$ cat src/rtl/dotp_pkg.sv
package dotp_pkg;
    typedef enum logic [1:0] {
        ST_IDLE  = 2'd0,
        ST_RUN   = 2'd1,
        ST_DRAIN = 2'd2,
        ST_MERGE = 2'd3
    } dotp_state_e;
endpackage

$ cat src/rtl/dotp_satadd.sv
module dotp_satadd #(
    parameter int W = 40
) (
    input  logic [W-1:0] a,
    input  logic [W-1:0] b,
    output logic [W-1:0] y
);
    localparam logic [W-1:0] POS_MAX = {1'b0, {(W-1){1'b1}}};
    localparam logic [W-1:0] NEG_MIN = {1'b1, {(W-1){1'b0}}};

    logic [W:0] sum;

    always_comb begin
        sum = {a[W-1], a} + {b[W-1], b};
        if (sum[W] != sum[W-1]) begin
            y = sum[W] ? NEG_MIN : POS_MAX;
        end else begin
            y = sum[W-1:0];
        end
    end
endmodule

$ cat src/rtl/dotp_lane.sv
module dotp_lane #(
    parameter int HALF_W = 16,
    parameter int ACC_W  = 40
) (
    input  logic              clk,
    input  logic              rst_n,
    input  logic              clr,
    input  logic              en,
    input  logic [HALF_W-1:0] op_a,
    input  logic [HALF_W-1:0] op_b,
    output logic [ACC_W-1:0]  acc
);
    localparam int PROD_W = 2 * HALF_W;
    localparam int EXT_W  = ACC_W - PROD_W;

    logic signed [PROD_W-1:0] prod;
    logic [ACC_W-1:0] prod_ext;
    logic [ACC_W-1:0] acc_q;
    logic [ACC_W-1:0] acc_sum;

    assign prod     = $signed(op_a) * $signed(op_b);
    assign prod_ext = {{EXT_W{prod[PROD_W-1]}}, prod};

    dotp_satadd #(.W(ACC_W)) u_sat (
        .a (acc_q),
        .b (prod_ext),
        .y (acc_sum)
    );

    always_ff @(posedge clk or negedge rst_n) begin
        if (!rst_n) begin
            acc_q <= '0;
        end else if (clr) begin
            acc_q <= '0;
        end else if (en) begin
            acc_q <= acc_sum;
        end
    end

    assign acc = acc_q;


    clear_zero_chk: assert property (@(posedge clk) disable iff (!rst_n)
        clr |=> (acc_q == '0));


    no_wrap_up_chk: assert property (@(posedge clk) disable iff (!rst_n)
        (en && !clr && !prod[PROD_W-1]) |=> ($signed(acc_q) >= $signed($past(acc_q))));


    no_wrap_down_chk: assert property (@(posedge clk) disable iff (!rst_n)
        (en && !clr && prod[PROD_W-1]) |=> ($signed(acc_q) <= $signed($past(acc_q))));
endmodule

$ cat src/rtl/dotp_ctrl.sv
module dotp_ctrl
    import dotp_pkg::*;
#(
    parameter int LEN_W  = 11,
    parameter int ADDR_W = 10
) (
    input  logic              clk,
    input  logic              rst_n,
    input  logic              start,
    input  logic [LEN_W-1:0]  len,
    output logic [ADDR_W-1:0] addr,
    output logic              busy,
    output logic              clr,
    output logic              acc_en,
    output logic              merge
);
    dotp_state_e state_q, state_d;
    logic [LEN_W-1:0]  cnt_q;
    logic [ADDR_W-1:0] addr_q;
    logic              vld_q;
    logic              last_issue;

    assign last_issue = (cnt_q <= LEN_W'(1));

    // next-state logic
    always_comb begin
        state_d = state_q;
        unique case (state_q)
            ST_IDLE:  if (start) state_d = ST_RUN;
            ST_RUN:   if (last_issue) state_d = ST_DRAIN;
            ST_DRAIN: state_d = ST_MERGE;
            ST_MERGE: state_d = ST_IDLE;
            default:  state_d = ST_IDLE;
        endcase
    end

    // state register
    always_ff @(posedge clk or negedge rst_n) begin
        if (!rst_n) begin
            state_q <= ST_IDLE;
        end else begin
            state_q <= state_d;
        end
    end

    // counter, address and read-valid pipeline
    always_ff @(posedge clk or negedge rst_n) begin
        if (!rst_n) begin
            cnt_q  <= '0;
            addr_q <= '0;
            vld_q  <= 1'b0;
        end else begin
            vld_q <= (state_q == ST_RUN);
            if (state_q == ST_IDLE && start) begin
                cnt_q  <= len >> 1;
                addr_q <= '0;
            end else if (state_q == ST_RUN) begin
                cnt_q <= cnt_q - LEN_W'(1);
                if (!last_issue) begin
                    addr_q <= addr_q + ADDR_W'(1);
                end
            end
        end
    end

    // outputs
    always_comb begin
        busy   = (state_q != ST_IDLE);
        clr    = (state_q == ST_IDLE) && start;
        acc_en = vld_q;
        merge  = (state_q == ST_MERGE);
        addr   = addr_q;
    end


    addr_step_chk: assert property (@(posedge clk) disable iff (!rst_n)
        (state_q == ST_RUN && !last_issue) |=> (addr_q == $past(addr_q) + ADDR_W'(1)));


    start_ignored_chk: assert property (@(posedge clk) disable iff (!rst_n)
        (state_q == ST_RUN && start && !last_issue) |=> (cnt_q == $past(cnt_q) - LEN_W'(1)));


    launch_busy_chk: assert property (@(posedge clk) disable iff (!rst_n)
        (state_q == ST_IDLE && start) |=> busy);


    enable_follows_run_chk: assert property (@(posedge clk) disable iff (!rst_n)
        (state_q == ST_DRAIN) |-> acc_en);
endmodule

$ cat src/rtl/packed_dotp.sv
module packed_dotp #(
    parameter int HALF_W = 16,
    parameter int ACC_W  = 40,
    parameter int LEN_W  = 11
) (
    input  logic                  clk,
    input  logic                  rst_n,
    input  logic                  start,
    input  logic [LEN_W-1:0]      len,
    output logic [LEN_W-2:0]      coef_addr,
    output logic [LEN_W-2:0]      data_addr,
    input  logic [2*HALF_W-1:0]   coef_rdata,
    input  logic [2*HALF_W-1:0]   data_rdata,
    output logic                  busy,
    output logic [ACC_W-1:0]      result,
    output logic                  done
);
    localparam int ADDR_W = LEN_W - 1;
    localparam int LANES  = 2;

    logic [ADDR_W-1:0] word_addr;
    logic              clr, acc_en, merge;
    logic [ACC_W-1:0]  lane_acc [LANES];
    logic [ACC_W-1:0]  total;
    logic [ACC_W-1:0]  result_q;
    logic              done_q;

    dotp_ctrl #(.LEN_W(LEN_W), .ADDR_W(ADDR_W)) u_ctrl (
        .clk    (clk),
        .rst_n  (rst_n),
        .start  (start),
        .len    (len),
        .addr   (word_addr),
        .busy   (busy),
        .clr    (clr),
        .acc_en (acc_en),
        .merge  (merge)
    );

    for (genvar g = 0; g < LANES; g++) begin : g_lane
        dotp_lane #(.HALF_W(HALF_W), .ACC_W(ACC_W)) u_lane (
            .clk   (clk),
            .rst_n (rst_n),
            .clr   (clr),
            .en    (acc_en),
            .op_a  (coef_rdata[g*HALF_W +: HALF_W]),
            .op_b  (data_rdata[g*HALF_W +: HALF_W]),
            .acc   (lane_acc[g])
        );
    end

    dotp_satadd #(.W(ACC_W)) u_merge (
        .a (lane_acc[0]),
        .b (lane_acc[1]),
        .y (total)
    );

    always_ff @(posedge clk or negedge rst_n) begin
        if (!rst_n) begin
            result_q <= '0;
            done_q   <= 1'b0;
        end else begin
            done_q <= merge;
            if (merge) begin
                result_q <= total;
            end
        end
    end

    assign coef_addr = word_addr;
    assign data_addr = word_addr;
    assign result    = result_q;
    assign done      = done_q;


    done_pulse_chk: assert property (@(posedge clk) disable iff (!rst_n)
        done |=> !done);


    done_idle_chk: assert property (@(posedge clk) disable iff (!rst_n)
        done |-> !busy);


    result_hold_chk: assert property (@(posedge clk) disable iff (!rst_n)
        !merge |=> $stable(result));
endmodule

$ cat config.mk
export PLATFORM = sky130hd
export DESIGN_NAME = packed_dotp
export DESIGN_NICKNAME = d
export VERILOG_FILES = /design/src/rtl/dotp_pkg.sv /design/src/rtl/dotp_satadd.sv /design/src/rtl/dotp_lane.sv /design/src/rtl/dotp_ctrl.sv /design/src/rtl/packed_dotp.sv
export SDC_FILE = /design/constraint.sdc
export NUM_CORES = 2
export LEC_CHECK = 0
export BUFFER_PORTS_ARGS = -buffer_cell sky130_fd_sc_hd__buf_2
export CORE_MARGIN = 1
export CORE_UTILIZATION = 38
export DETAILED_ROUTE_END_ITERATION = 10
export PLACE_DENSITY = 0.67
export SKIP_CTS_REPAIR_TIMING = 1
export SLEW_MARGIN = 15
export SYNTH_ARGS = -nofsm -noshare
export SYNTH_HDL_FRONTEND = slang
export SYNTH_HIERARCHICAL = 1
export SYNTH_SLANG_ARGS = --single-unit
$ cat constraint.sdc
create_clock -name clk -period 3.32 [get_ports clk]
set_input_delay 0.498 -clock clk [delete_from_list [all_inputs] [get_ports clk]]
set_output_delay 0.498 -clock clk [all_outputs]
set_load 0.01 [all_outputs]
==> results.toml <==
[synthesis]
async_flop_share_pct = 100
synth_top_family_by_area = "adder cells"
yosysTopAreaCell = "fa_1"
synthTopCellsByArea = "fa_1, ha_1, dfrtp_1"
ys.warnings.count = 6
synth_area_per_cell_um2 = 8.86
synth_cell_types = 90
synthAdderAreaFrac_pct = 42.7
postSynth.topFlopCell = "dfrtp_1"
synth_top_cell_area_share_pct = 31.3
synth_edf_count = 0
synth_area_um2 = 33700
synth_compound_area_share_pct = 12.4
yosys.area_share.simple_pct = 15.7
synth_xor_area_share_pct = 5.01
syn_nets = 4697
synth-seq-area-share_pct = 10.8
ys_ff_latch = 145
synth_mux_area_share_pct = 3.94
netlist_instances = 3800

[route]
via_per_inst = 5.05
postRouteAntennaNets = 0
wl_per_cell_um = 15.8
drc_errors = 0
highest_layer = "met4"
dr_wl_met3_um = 5230
drt_first_iter_violations = 1461
routed_wl_um = 90700
vias = 29000
first_pass_iters = 5
route.met2.wl_um = 42600
drt-met1-wl_um = 41600

[floorplanning]
die-area_um2 = 89800
row_count = 108
initial_core_util_pct = 38.6
ioPinCount = 140
fp.coreArea_um2 = 87300
die_h_um = 300
die_x_um = 300

[placement]
gp_congestion = 0.927
dpl.hpwl_um = 74600
dpl_cell_area_um2 = 41000
numPortBuffers = 138

[sta]
fin_setup_tns_ns = -376.79
slew_headroom_pct = 4.37
tightest_slew_ns = 1.43
finalHoldViolations = 5
fin_worst_skew_ns = 0.0146
period_needed_ns = 8.04
holdWs_ns = -0.00387
layout_setup_ws_ns = -4.72
rsz0062_at_grt = "yes"
drv_slew = 0
clock.fmax_ghz = 0.124
setup-violations-final = 120
finalCritPeriodShare_pct = 242

[status]
violations = "negative hold slack, negative setup slack"
outcome = "finished, violations left"

[setup_path]
cp_max_fo = 8
cp-start-kind = "primary input"
slowest_delay_ns = 0.58
critical_path_arrival_ns = 8.42
cp_slowest_cell = "a2111oi_1"
cpMostUsedCell = "fa_1"
path_class = "in2reg"
endpoint_kind = "flip-flop"
worstPathRequired_ns = 3.70

[global_route]
grt_pass1_vias = 29300
grt_remaining_overflow = 0
grt.total_usage_pct = 19.8
grt_pass1_wl_um = 147000
grt_antenna_before_repair = 0
grt_start_max_net_pins = 65

[clocking]
cts-root-buf = "clkbuf_16"
path_clk_slew_ns = 0.07
clock_path_buffers = 2
cts_max_level = 4
cts_tree = "done"
cts_sinks = 145
clk_latency_ns = 0.44
cts-buffers-inserted = 17

[worst_hold_path]
worst_hold_path_type = "in2async"

[run]
cap_violations = 0

[finish]
area_delta_synth_final_pct = 31.3
design_area_um2 = 44200
drive_above_1_share_pct = 29.9
n_antenna_cell = 0
layout.nets = 5473
==> worst max-delay path: cells and delay by family <==
kind                       cells  cell delay (ns)
AOI/OAI and AO/OA              8             1.81
xor gates and xnor gates       2             0.61
adders and majority gates      8             3.52
buffers and inverters          7             0.93
muxes                          1             0.11
and+or+nand+nor                5             0.93
==> worst paths after layout <==
check	start	end	slack (ns)	cells past startpoint
worst max register to register	g_lane[1].u_lane/acc[1]	g_lane[1].u_lane/acc[33]	-0.46	17
min in group clk	len[5]	u_ctrl/cnt_q[4]	0.26	3
worst min register to register	result[7]	result[7]	0.51	1
max in group asynchronous	rst_n	g_lane[0].u_lane/acc[16]	2.52	2
worst min-delay path	rst_n	u_ctrl/cnt_q[3]	-0.004	1
worst max-delay path	data_rdata[25]	g_lane[1].u_lane/acc[33]	-4.72	31
==> stage by stage <==
stage	worst slack [ns]	std cells	hold WS [ns]	utilization (%)
final	-4.72	5744	-0.00387	50.6
after global routing	-5.02	5744	0.0405	50.6
after CTS	-4.97	5675	0.00580	47.6
after detailed placement	-5.38	5643	0.486	46.9
after global placement	-5.28	5643	0.485	46.9
after floorplan	-4.76	3800	0.202	-
==> synth_stat cells (all sizes together), types with 18 or more instances <==
cell type,count
inv,648
or3,19
mux2i,86
xor2,65
nor3,18
a31oi,20
nor2b,27
a21oi,245
clkbuf,105
fa,527
o21bai,22
o21a,36
nand2b,26
o21ai,151
mux2,41
a21o,60
ha,292
dfrtp,145
and3,31
nand3,36
buf,45
and2,259
nand4,22
xnor2,121
maj3,18
nor2,212
nand2,356
==> registers in the layout, summed over array words and instances (netlist names) <==
register and flops:
u_ctrl/cnt_q 11, u_ctrl/state_q 2, result 40, done 1
u_ctrl/addr 10, g_lane.u_lane/acc 80, u_ctrl/acc_en 1
==> layout by cell type, fill, tap and decap left out, drive strengths merged, types with 31 or more instances in the layout <==
master,instances
o21ai,151
xnor2,121
ha,292
a21o,60
mux2i,86
nand3,36
mux2,41
and2,259
fa,527
dfrtp,145
inv,656
a21oi,245
and3,31
nor2,212
xor2,65
o21a,36
buf,895
nand2,356
==> final cells by class <==
type / instances / area [µm²]
Tap cell: 1155 / 1450
Timing Repair Buffer: 907 / 7210
Sequential cell: 145 / 3630
Multi-Input combinational cell: 2856 / 28900
Inverter: 649 / 2440
Clock inverter: 14 / 165
Clock buffer: 18 / 439
Fill cell: 7971 / 43100
==> routing by layer <==
| layer | track usage, % | vias to the layer above |
|---|---|---|
| met2 | 31.6 | 636 |
| met1 | 28.7 | 14500 |
| met4 | 3.15 | 0 |
| met3 | 3.19 | 88 |
| met5 | 0 | - |
| li1 | - | 13800 |
==> cell families after synthesis <==
kind of cell	after synthesis
flops	145
xor+xnor	186
buf+inv	799
simple gates	1056
fa+ha+maj	837
mux	127
compound gates	650
Power is left out: the tool's default activity adds up to more than one toggle a clock period on the data nets, which glitch-free logic cannot reach.
